--- config.mk ---
export PLATFORM = sky130hd
export DESIGN_NAME = shrot_unit
export DESIGN_NICKNAME = d
export VERILOG_FILES = /design/src/rtl/shrot_pkg.sv /design/src/rtl/shrot_step.sv /design/src/rtl/shrot_counter.sv /design/src/rtl/shrot_unit.sv
export SDC_FILE = /design/constraint.sdc
export NUM_CORES = 1
export LEC_CHECK = 0
export CELL_PAD_IN_SITES_DETAIL_PLACEMENT = 1
export CELL_PAD_IN_SITES_GLOBAL_PLACEMENT = 1
export CORE_ASPECT_RATIO = 2
export CORE_UTILIZATION = 51
export CTS_CLUSTER_DIAMETER = 60
export DETAILED_ROUTE_END_ITERATION = 7
export DONT_BUFFER_PORTS = 1
export GPL_ROUTABILITY_DRIVEN = 0
export PLACE_DENSITY_LB_ADDON = 0.1
export SLEW_MARGIN = 20
export SYNTH_ARGS = -nofsm -noshare
export SYNTH_HDL_FRONTEND = slang
export SYNTH_HIERARCHICAL = 1
export SYNTH_SLANG_ARGS = --single-unit
--- constraint.sdc ---
create_clock -name clk -period 4.4 [get_ports clk]
set_clock_uncertainty 0.05 [all_clocks]
set_input_delay 0.88 -clock clk [delete_from_list [all_inputs] [get_ports clk]]
set_output_delay 0.88 -clock clk [all_outputs]
set_load 0.02 [all_outputs]
--- src/rtl/shrot_pkg.sv ---
package shrot_pkg;

    typedef enum logic [2:0] {
        OP_SHL = 3'd0,
        OP_SHR = 3'd1,
        OP_SAR = 3'd2,
        OP_ROL = 3'd3,
        OP_ROR = 3'd4,
        OP_RCL = 3'd5,
        OP_RCR = 3'd6,
        OP_RSV = 3'd7
    } shrot_op_e;

    typedef enum logic [1:0] {
        ST_IDLE = 2'd0,
        ST_RUN  = 2'd1,
        ST_DONE = 2'd2
    } shrot_state_e;

endpackage

--- src/rtl/shrot_step.sv ---
module shrot_step
    import shrot_pkg::*;
#(
    parameter int DATA_W = 16,
    parameter int BYTE_W = 8
) (
    input  logic [DATA_W-1:0] val_i,
    input  logic              cf_i,
    input  shrot_op_e         op_i,
    input  logic              wide_i,
    output logic [DATA_W-1:0] val_o,
    output logic              cf_o
);
    localparam int IDX_W = $clog2(DATA_W);
    localparam logic [IDX_W-1:0] WORD_MSB = IDX_W'(DATA_W - 1);
    localparam logic [IDX_W-1:0] BYTE_MSB = IDX_W'(BYTE_W - 1);

    logic [DATA_W-1:0] keep_mask;
    logic [IDX_W-1:0]  msb_idx;
    logic              top_bit;
    logic              low_bit;
    logic [DATA_W-1:0] raw;

    // one mask bit per position: upper lanes live only in word mode
    for (genvar b = 0; b < DATA_W; b++) begin : g_mask
        if (b < BYTE_W) begin : g_low
            assign keep_mask[b] = 1'b1;
        end else begin : g_high
            assign keep_mask[b] = wide_i;
        end
    end

    assign msb_idx = wide_i ? WORD_MSB : BYTE_MSB;
    assign top_bit = val_i[msb_idx];
    assign low_bit = val_i[0];

    always_comb begin
        raw  = val_i;
        cf_o = cf_i;
        unique case (op_i)
            OP_SHL: begin
                raw  = val_i << 1;
                cf_o = top_bit;
            end
            OP_SHR: begin
                raw          = val_i >> 1;
                raw[msb_idx] = 1'b0;
                cf_o         = low_bit;
            end
            OP_SAR: begin
                raw          = val_i >> 1;
                raw[msb_idx] = top_bit;
                cf_o         = low_bit;
            end
            OP_ROL: begin
                raw    = val_i << 1;
                raw[0] = top_bit;
                cf_o   = top_bit;
            end
            OP_ROR: begin
                raw          = val_i >> 1;
                raw[msb_idx] = low_bit;
                cf_o         = low_bit;
            end
            OP_RCL: begin
                raw    = val_i << 1;
                raw[0] = cf_i;
                cf_o   = top_bit;
            end
            OP_RCR: begin
                raw          = val_i >> 1;
                raw[msb_idx] = cf_i;
                cf_o         = low_bit;
            end
            OP_RSV: begin
                raw  = val_i;
                cf_o = cf_i;
            end
            default: begin
                raw  = val_i;
                cf_o = cf_i;
            end
        endcase
        val_o = raw & keep_mask;
    end

endmodule

--- src/rtl/shrot_counter.sv ---
module shrot_counter #(
    parameter int CNT_W = 5
) (
    input  logic             clk,
    input  logic             rst_n,
    input  logic             load_i,
    input  logic [CNT_W-1:0] load_val_i,
    input  logic             dec_i,
    output logic             last_o
);
    logic [CNT_W-1:0] left_q;

    always_ff @(posedge clk or negedge rst_n) begin
        if (!rst_n) begin
            left_q <= '0;
        end else if (load_i) begin
            left_q <= load_val_i;
        end else if (dec_i && left_q != '0) begin
            left_q <= left_q - CNT_W'(1);
        end
    end

    assign last_o = (left_q == CNT_W'(1));

    // each stepping cycle removes exactly one step from the budget
    a_r9_count_dec: assert property (@(posedge clk) disable iff (!rst_n)
        (dec_i && !load_i && left_q != '0) |=> left_q == $past(left_q) - CNT_W'(1));

endmodule

--- src/rtl/shrot_unit.sv ---
module shrot_unit
    import shrot_pkg::*;
#(
    parameter int DATA_W = 16,
    parameter int BYTE_W = 8,
    parameter int CNT_W  = 5
) (
    input  logic              clk,
    input  logic              rst_n,
    input  logic              start_i,
    input  logic [2:0]        op_i,
    input  logic              wide_i,
    input  logic [DATA_W-1:0] operand_i,
    input  logic [CNT_W-1:0]  count_i,
    input  logic              carry_i,
    output logic [DATA_W-1:0] result_o,
    output logic              carry_o,
    output logic              done_o
);
    localparam logic [DATA_W-1:0] BYTE_MASK =
        {{(DATA_W-BYTE_W){1'b0}}, {BYTE_W{1'b1}}};

    shrot_state_e      state_q, state_d;
    logic [DATA_W-1:0] data_q;
    logic              cf_q;
    shrot_op_e         op_q;
    logic              wide_q;

    logic              accept;
    logic              stepping;
    logic              last_step;
    logic [DATA_W-1:0] step_val;
    logic              step_cf;

    assign accept   = (state_q == ST_IDLE) && start_i;
    assign stepping = (state_q == ST_RUN);

    // state register
    always_ff @(posedge clk or negedge rst_n) begin
        if (!rst_n) begin
            state_q <= ST_IDLE;
        end else begin
            state_q <= state_d;
        end
    end

    // transitions: IDLE->RUN, IDLE->DONE (zero count), RUN->DONE, DONE->IDLE
    always_comb begin
        state_d = state_q;
        unique case (state_q)
            ST_IDLE: begin
                if (start_i) begin
                    state_d = (count_i == '0) ? ST_DONE : ST_RUN;
                end
            end
            ST_RUN: begin
                if (last_step) begin
                    state_d = ST_DONE;
                end
            end
            ST_DONE: begin
                state_d = ST_IDLE;
            end
            default: begin
                state_d = ST_IDLE;
            end
        endcase
    end

    // request capture and the working value
    always_ff @(posedge clk or negedge rst_n) begin
        if (!rst_n) begin
            data_q <= '0;
            cf_q   <= 1'b0;
            op_q   <= OP_SHL;
            wide_q <= 1'b0;
        end else if (accept) begin
            data_q <= wide_i ? operand_i : (operand_i & BYTE_MASK);
            cf_q   <= carry_i;
            op_q   <= shrot_op_e'(op_i);
            wide_q <= wide_i;
        end else if (stepping) begin
            data_q <= step_val;
            cf_q   <= step_cf;
        end
    end

    // outputs
    always_comb begin
        result_o = data_q;
        carry_o  = cf_q;
        done_o   = (state_q == ST_DONE);
    end

    shrot_step #(
        .DATA_W (DATA_W),
        .BYTE_W (BYTE_W)
    ) step_i (
        .val_i  (data_q),
        .cf_i   (cf_q),
        .op_i   (op_q),
        .wide_i (wide_q),
        .val_o  (step_val),
        .cf_o   (step_cf)
    );

    shrot_counter #(
        .CNT_W (CNT_W)
    ) cnt_i (
        .clk        (clk),
        .rst_n      (rst_n),
        .load_i     (accept),
        .load_val_i (count_i),
        .dec_i      (stepping),
        .last_o     (last_step)
    );

    // completion lasts one cycle
    a_r9_done_single: assert property (@(posedge clk) disable iff (!rst_n)
        done_o |=> !done_o);

    // byte results never carry upper bits
    a_r8_byte_upper_zero: assert property (@(posedge clk) disable iff (!rst_n)
        !wide_q |-> result_o[DATA_W-1:BYTE_W] == '0);

    // plain rotates neither create nor lose ones
    a_r4_rotate_ones: assert property (@(posedge clk) disable iff (!rst_n)
        (stepping && (op_q == OP_ROL || op_q == OP_ROR))
        |=> $countones(data_q) == $past($countones(data_q)));

    // the carry ring keeps its population
    a_r6_ring_ones: assert property (@(posedge clk) disable iff (!rst_n)
        (stepping && (op_q == OP_RCL || op_q == OP_RCR))
        |=> $countones({cf_q, data_q}) == $past($countones({cf_q, data_q})));

    // sign bit is never disturbed in a word arithmetic shift
    a_r3_sign_kept: assert property (@(posedge clk) disable iff (!rst_n)
        (stepping && op_q == OP_SAR && wide_q)
        |=> data_q[DATA_W-1] == $past(data_q[DATA_W-1]));

    // zero count completes at once with the incoming carry
    a_r10_zero_count: assert property (@(posedge clk) disable iff (!rst_n)
        (state_q == ST_IDLE && start_i && count_i == '0)
        |=> done_o && carry_o == $past(carry_i));

    // a busy unit keeps its captured request
    a_r11_busy_ignore: assert property (@(posedge clk) disable iff (!rst_n)
        (state_q != ST_IDLE) |=> (op_q == $past(op_q) && wide_q == $past(wide_q)));

endmodule

-- Word-level counts from Yosys, hierarchy flattened
Cells that the tools add are included.
- add/subtract/negate cells: 1
- magnitude comparators: 2
- eq/ne operators: 13
- multiplexer cells: 21
- bitwise operators: 3
- reductions and logical operators: 13
- operators by type and width (operator ; count):
    one-hot mux 16 bit (8 select lines) ; 1
    bitwise mux 16 bit ; 3
    2-to-1 mux 16 bit ; 3
    AND 15 x 16 -> 16 bit ; 1
    AND 16 bit ; 1
    NOT 16 bit ; 1
    equality test 3 bit (second input constant) ; 4
    2-to-1 mux 5 bit ; 2
    equality test 3 x 2 -> 1 bit (second input constant) ; 2
    2-to-1 mux 2 bit ; 3
    inequality test 2 bit (second input constant) ; 3
    equality test 5 x 1 -> 1 bit (second input constant) ; 1
    logical NOT 5 bit ; 1
    < comparator 4 x 5 -> 1 bit (second input constant) ; 1
    nonzero test 5 bit ; 1
    subtractor 5 x 1 -> 5 bit (second input constant) ; 1
    binary-select mux 1 bit (select 4 bit) ; 1
    demux 1 bit (select 4 bit) ; 1
    >= comparator 4 x 1 -> 1 bit (second input constant) ; 1
    2-to-1 mux 1 bit ; 4
    2-to-1 mux 4 bit ; 1
    one-hot mux 2 bit (2 select lines) ; 1
    AND reduction 2 bit ; 2
    nonzero test 2 bit ; 2
    other kinds (9) ; 11
- bits in registers: 28
- input bits: 29
- word-level logic and storage cells: 59

-- Longest topological paths before layout
- depth after elaboration: 11
- depth in mapped cells: 8
- gate-level depth less buffers: 6

-- Hierarchy
Netlist, hierarchy kept.
- modules (own cells, without submodules) (module ; times used ; cells each ; area an instance (um^2)):
    shrot_unit ; 1 ; 94 ; 1017.2
    shrot_step ; 1 ; 135 ; 878.3
    shrot_counter ; 1 ; 35 ; 334.1

-- Least setup slack after synthesis
Ideal clock, no wire load.
- path type: input port to flip-flop
- from: in start_i
- to: reg cnt_i.left_q[0]
- arrival time: 2.001 ns
- required time: 4.204 ns
- slack: 2.203 ns
- stages: 6
- path buffers: 2
- path through: nor3b_2 clkbuf_1 clkbuf_1 nor3b_1 mux2i_1 o311ai_0
- longest elaborated chain between the ends: 2
- elaborated cells between the ends (all ways): 3
- those cells by class: mux (1); reduce/logical (2)
- RTL lines (what ; RTL line ; text):
    start: declaration ; shrot_unit.sv:10 ; input logic start_i,
    logical AND 1 bit * ; shrot_unit.sv:35 ; assign accept = (state_q == ST_IDLE) && start_i;
    net accept ; shrot_unit.sv:29 ; logic accept;
    2-to-1 mux 5 bit or nonzero test 2 bit (tied branches) ; - ;
    end signal: assignment ; shrot_counter.sv:17 ; left_q <= load_val_i;
    end signal: assignment ; shrot_counter.sv:19 ; left_q <= left_q - CNT_W'(1);
    end: declaration ; shrot_counter.sv:11 ; logic [CNT_W-1:0] left_q;
Mark *: on every way through the listed nets, which the timed path passes. The rest lies on a longest branch.
A chain may end at the register's enable or synchronous reset.

-- Final worst setup path
- from: reg op_q[1]
- to: reg data_q[7], in the netlist result_o[7]
- longest elaborated chain between the ends: 5
- elaborated cells between the ends (all ways): 12
- those cells by class: eq/ne (7); mux (3); bitwise (1); reduce/logical (1)
- RTL lines (what ; RTL line ; text):
    start: declaration ; shrot_unit.sv:26 ; shrot_op_e op_q;
    start signal: assignment ; shrot_unit.sv:80 ; op_q <= shrot_op_e'(op_i);
    equality test 3 bit (tied with other cells) ; shrot_step.sv:40 ; unique case (op_i)
    one-hot mux 16 bit (8 select lines) * ; shrot_step.sv:40 ;
    AND 16 bit * ; shrot_step.sv:84 ; val_o = raw & keep_mask;
    net step_val[7] ; shrot_unit.sv:32 ; logic [DATA_W-1:0] step_val;
    2-to-1 mux 16 bit * ; shrot_unit.sv:82 ; end else if (stepping) begin
    2-to-1 mux 16 bit * ; shrot_unit.sv:77 ; end else if (accept) begin
    end signal: assignment ; shrot_unit.sv:78 ; data_q <= wide_i ? operand_i : (operand_i & BYTE_MASK);
    end signal: assignment ; shrot_unit.sv:83 ; data_q <= step_val;
    end: declaration ; shrot_unit.sv:24 ; logic [DATA_W-1:0] data_q;
Mark *: on every way through the listed nets, which the timed path passes. The rest lies on a longest branch. The select of a mux whose other input is x is not followed.

==> flow_metrics.env <==
export IMPL_numCtsBuffers=3
export IMPL_synth_nets=295
export IMPL_ys_seq_area_frac=0.314
export IMPL_drt_met1_wl_um=2350
export IMPL_maxSlewHeadroom=0.277
export IMPL_synth_edf_count=0
export IMPL_leakage_nw=0.960
export IMPL_grt_max_degree=37
export IMPL_multi_input_area_mm2=0.00143
export IMPL_antenna_left=0
export IMPL_slew_violations=0
export IMPL_gr_usage_all_layers=0.279
export IMPL_p_per_area_mw_per_mm2=853
export IMPL_top_level_ports=47
export IMPL_clock_sinks=28
export IMPL_clkTransAtPathRegs_ns=0.10
export IMPL_met3_length_um=165
export IMPL_dp_hpwl_um=4400
export IMPL_clock_fmax_mhz=384
export IMPL_syn_area_mm2=0.00223
export IMPL_place_inst=301
export IMPL_die_area_mm2=0.00466
export IMPL_num_vias=2010
export IMPL_worstSetupEndpointType="register"
export IMPL_setup_viol=0
export IMPL_nFillCells=513
export IMPL_yosysWarnings=6
export IMPL_drc=0
export IMPL_postSynthCellCount=264
export IMPL_cts_resized=0
export IMPL_synthArstFlopShare=1.00
export IMPL_rsz0062_at_grt="no"
export IMPL_rows=33
export IMPL_ys_seq_elements=28
export IMPL_wl_um=6270
export IMPL_cts_hold_buf=0
export IMPL_yosys_cell_types_count=47
export IMPL_cts_tree="yes"
export IMPL_first_pass_iters=4
export IMPL_final_nets=287
export IMPL_grt_pass1_wl_um=9980
export IMPL_slowest_stage="dfrtp_1"
export IMPL_syn_to_final_growth_pct=5.16
export IMPL_antenna_cells=0
export IMPL_ir_drop_mv=0.422
export IMPL_core_area_mm2=0.00413
export IMPL_synth_area_leaders="dfrtp_1 31%, mux2i_1 16%, nand2_1 7.6%"
export IMPL_min_period_over_period=0.592
export IMPL_path_cells="nand2b_1 -> o32ai_1 -> o21a_1 -> or4_1 -> a22oi_1 -> nand2_1"
export IMPL_critPathMaxFanout=28
export IMPL_run_status="complete, no violations"
export IMPL_routed_wl_met2_um=3620
export IMPL_io_buffer_count=0
export IMPL_grt_pass1_vias=2056
export IMPL_seqCellArea_um2=702
export IMPL_post_cts_buffers=0
export IMPL_top_layer_used="met4"
export IMPL_cp_num_buf_inv=0
export IMPL_critPathRequiredTime_ns=4.53
export IMPL_wl_per_cell_um=20.4
export IMPL_max_slew_worst_pin_slew_ns=1.09
export IMPL_setup_tns_ns=0
export IMPL_min_path_type="input port to asynchronous set/reset pin"
export IMPL_vias_per_cell=6.55
export IMPL_drtIter0Drc=49
export IMPL_finalHoldViolCount=0
export IMPL_layoutNonFillerInstCount=307
export IMPL_cp_top_family="flip-flops"
export IMPL_synth_area_leader_cell="dfrtp_1"
export IMPL_yosysMostFrequentCell="nand2_1"
export IMPL_crit_arrival_ns=2.74
export IMPL_grt_overflow=0
export IMPL_clock_latency_ns=0.28
export IMPL_power_total_mw=2.00
export IMPL_die_x_um=48.8
export IMPL_antenna_found_initial=0
export IMPL_cts_root_buf="clkbuf_8"
export IMPL_cts_buffer_depth=2
export IMPL_die_h_um=95.5
export IMPL_critPathLaunchType="register"
export IMPL_synthFlopType="dfrtp_1"
export IMPL_htreeDepth=1
export IMPL_drive_above_1_share=0.102
export IMPL_synth_common_cells="45 x nand2_1, 35 x mux2i_1, 28 x dfrtp_1"
export IMPL_crit_type="register to register"
export IMPL_timing_max_cap_violations=0
export IMPL_syn_area_per_cell_um2=8.45
export IMPL_start_util=0.540
export IMPL_synth_top_cell_area_share=0.314
export IMPL_finish_utilization=0.568
export IMPL_cp_slowest_stage_delay_ns=1.07
export IMPL_period_needed_ns=2.61
==> layout make-up <==
type / count / share of cell area
Multi-Input combinational cell: 212 / 0.610
Sequential cell: 28 / 0.299
Tap cell: 52 / 0.0277
Timing Repair Buffer: 5 / 0.0224
Clock buffer: 3 / 0.0176
Clock inverter: 1 / 0.0128
Inverter: 6 / 0.00961
==> sequential cells by signal, indices dropped and copies added (netlist names) <==
register / flops
wide_q: 1
result_o: 16
carry_o: 1
cnt_i/left_q: 5
op_q: 3
state_q: 2
==> cells in the final DEF (no fill, tap or decap), types with 3 or more instances in the layout <==
| cell | count |
|---|---|
| o21ai_0 | 18 |
| a21oi_1 | 11 |
| or3_1 | 7 |
| o221ai_1 | 6 |
| nand2b_1 | 3 |
| a22oi_1 | 9 |
| dfrtp_1 | 27 |
| nor2_1 | 6 |
| clkbuf_8 | 3 |
| o21ai_1 | 8 |
| mux2i_1 | 35 |
| buf_4 | 3 |
| inv_1 | 5 |
| nor2b_1 | 12 |
| nand3_1 | 11 |
| nand2_1 | 45 |
| mux2_2 | 6 |
==> metrics by stage <==
| stage | hold slack (ns) | setup slack, ns | area (um^2) |
|---|---|---|---|
| 4_1_cts | 0.215 | 1.80 | 2310 |
| 6_report | 0.222 | 1.79 | 2340 |
| 3_3_place_gp | 0.470 | 1.92 | 2240 |
| 3_5_place_dp | 0.502 | 1.82 | 2240 |
| 5_1_grt | 0.207 | 1.72 | 2340 |
| 2_1_floorplan | 0.409 | 2.20 | 2230 |
==> worst reg2reg max path, stage by stage (launching register included) <==
cell and delay [ns]:
dfrtp_1 1.07, nand2b_1 0.31, o32ai_1 0.11, o21a_1 0.20, or4_1 0.50, a22oi_1 0.20
nand2_1 0.07
==> kinds of logic (layout without fill, tap and decap cells) <==
group | after synthesis | count (layout) | share of synthesized area
buffers and inverters | 24 | 15 | 0.0466
adder cells (fa/ha/maj) | 2 | 2 | 0.0112
AND/OR/NAND/NOR | 97 | 97 | 0.226
flip-flops | 28 | 28 | 0.314
multiplexers | 41 | 41 | 0.187
AO/OA/AOI/OAI | 72 | 72 | 0.215
==> routing by layer <==
layer	GRT usage	vias up
met5	0	-
met4	0.110	0
li1	-	952
met2	0.553	38
met3	0.0335	10
met1	0.288	1010
==> power breakdown <==
group          internal (mW)  switching [mW]  leakage, nW  total [mW]
clock                  0.122          0.0879       0.0357       0.210
sequential             0.375           0.414        0.351       0.789
combinational          0.495           0.507        0.574        1.00
total                  0.992            1.01        0.960        2.00
==> worst paths after layout <==
| path | startpoint | end | slack [ns] | depth (start not counted) |
|---|---|---|---|---|
| setup / recovery | op_q[1] | result_o[7] | 1.79 | 6 |
| hold / removal | rst_n | result_o[3] | 0.22 | 0 |
| setup reg to reg | op_q[1] | result_o[7] | 1.79 | 6 |
| hold reg to reg | state_q[1] | state_q[1] | 0.51 | 1 |
| max in group asynchronous | rst_n | result_o[12] | 3.99 | 0 |
| min in group clk | state_q[1] | state_q[1] | 0.51 | 1 |
Power figures use the tool's default switching activity.
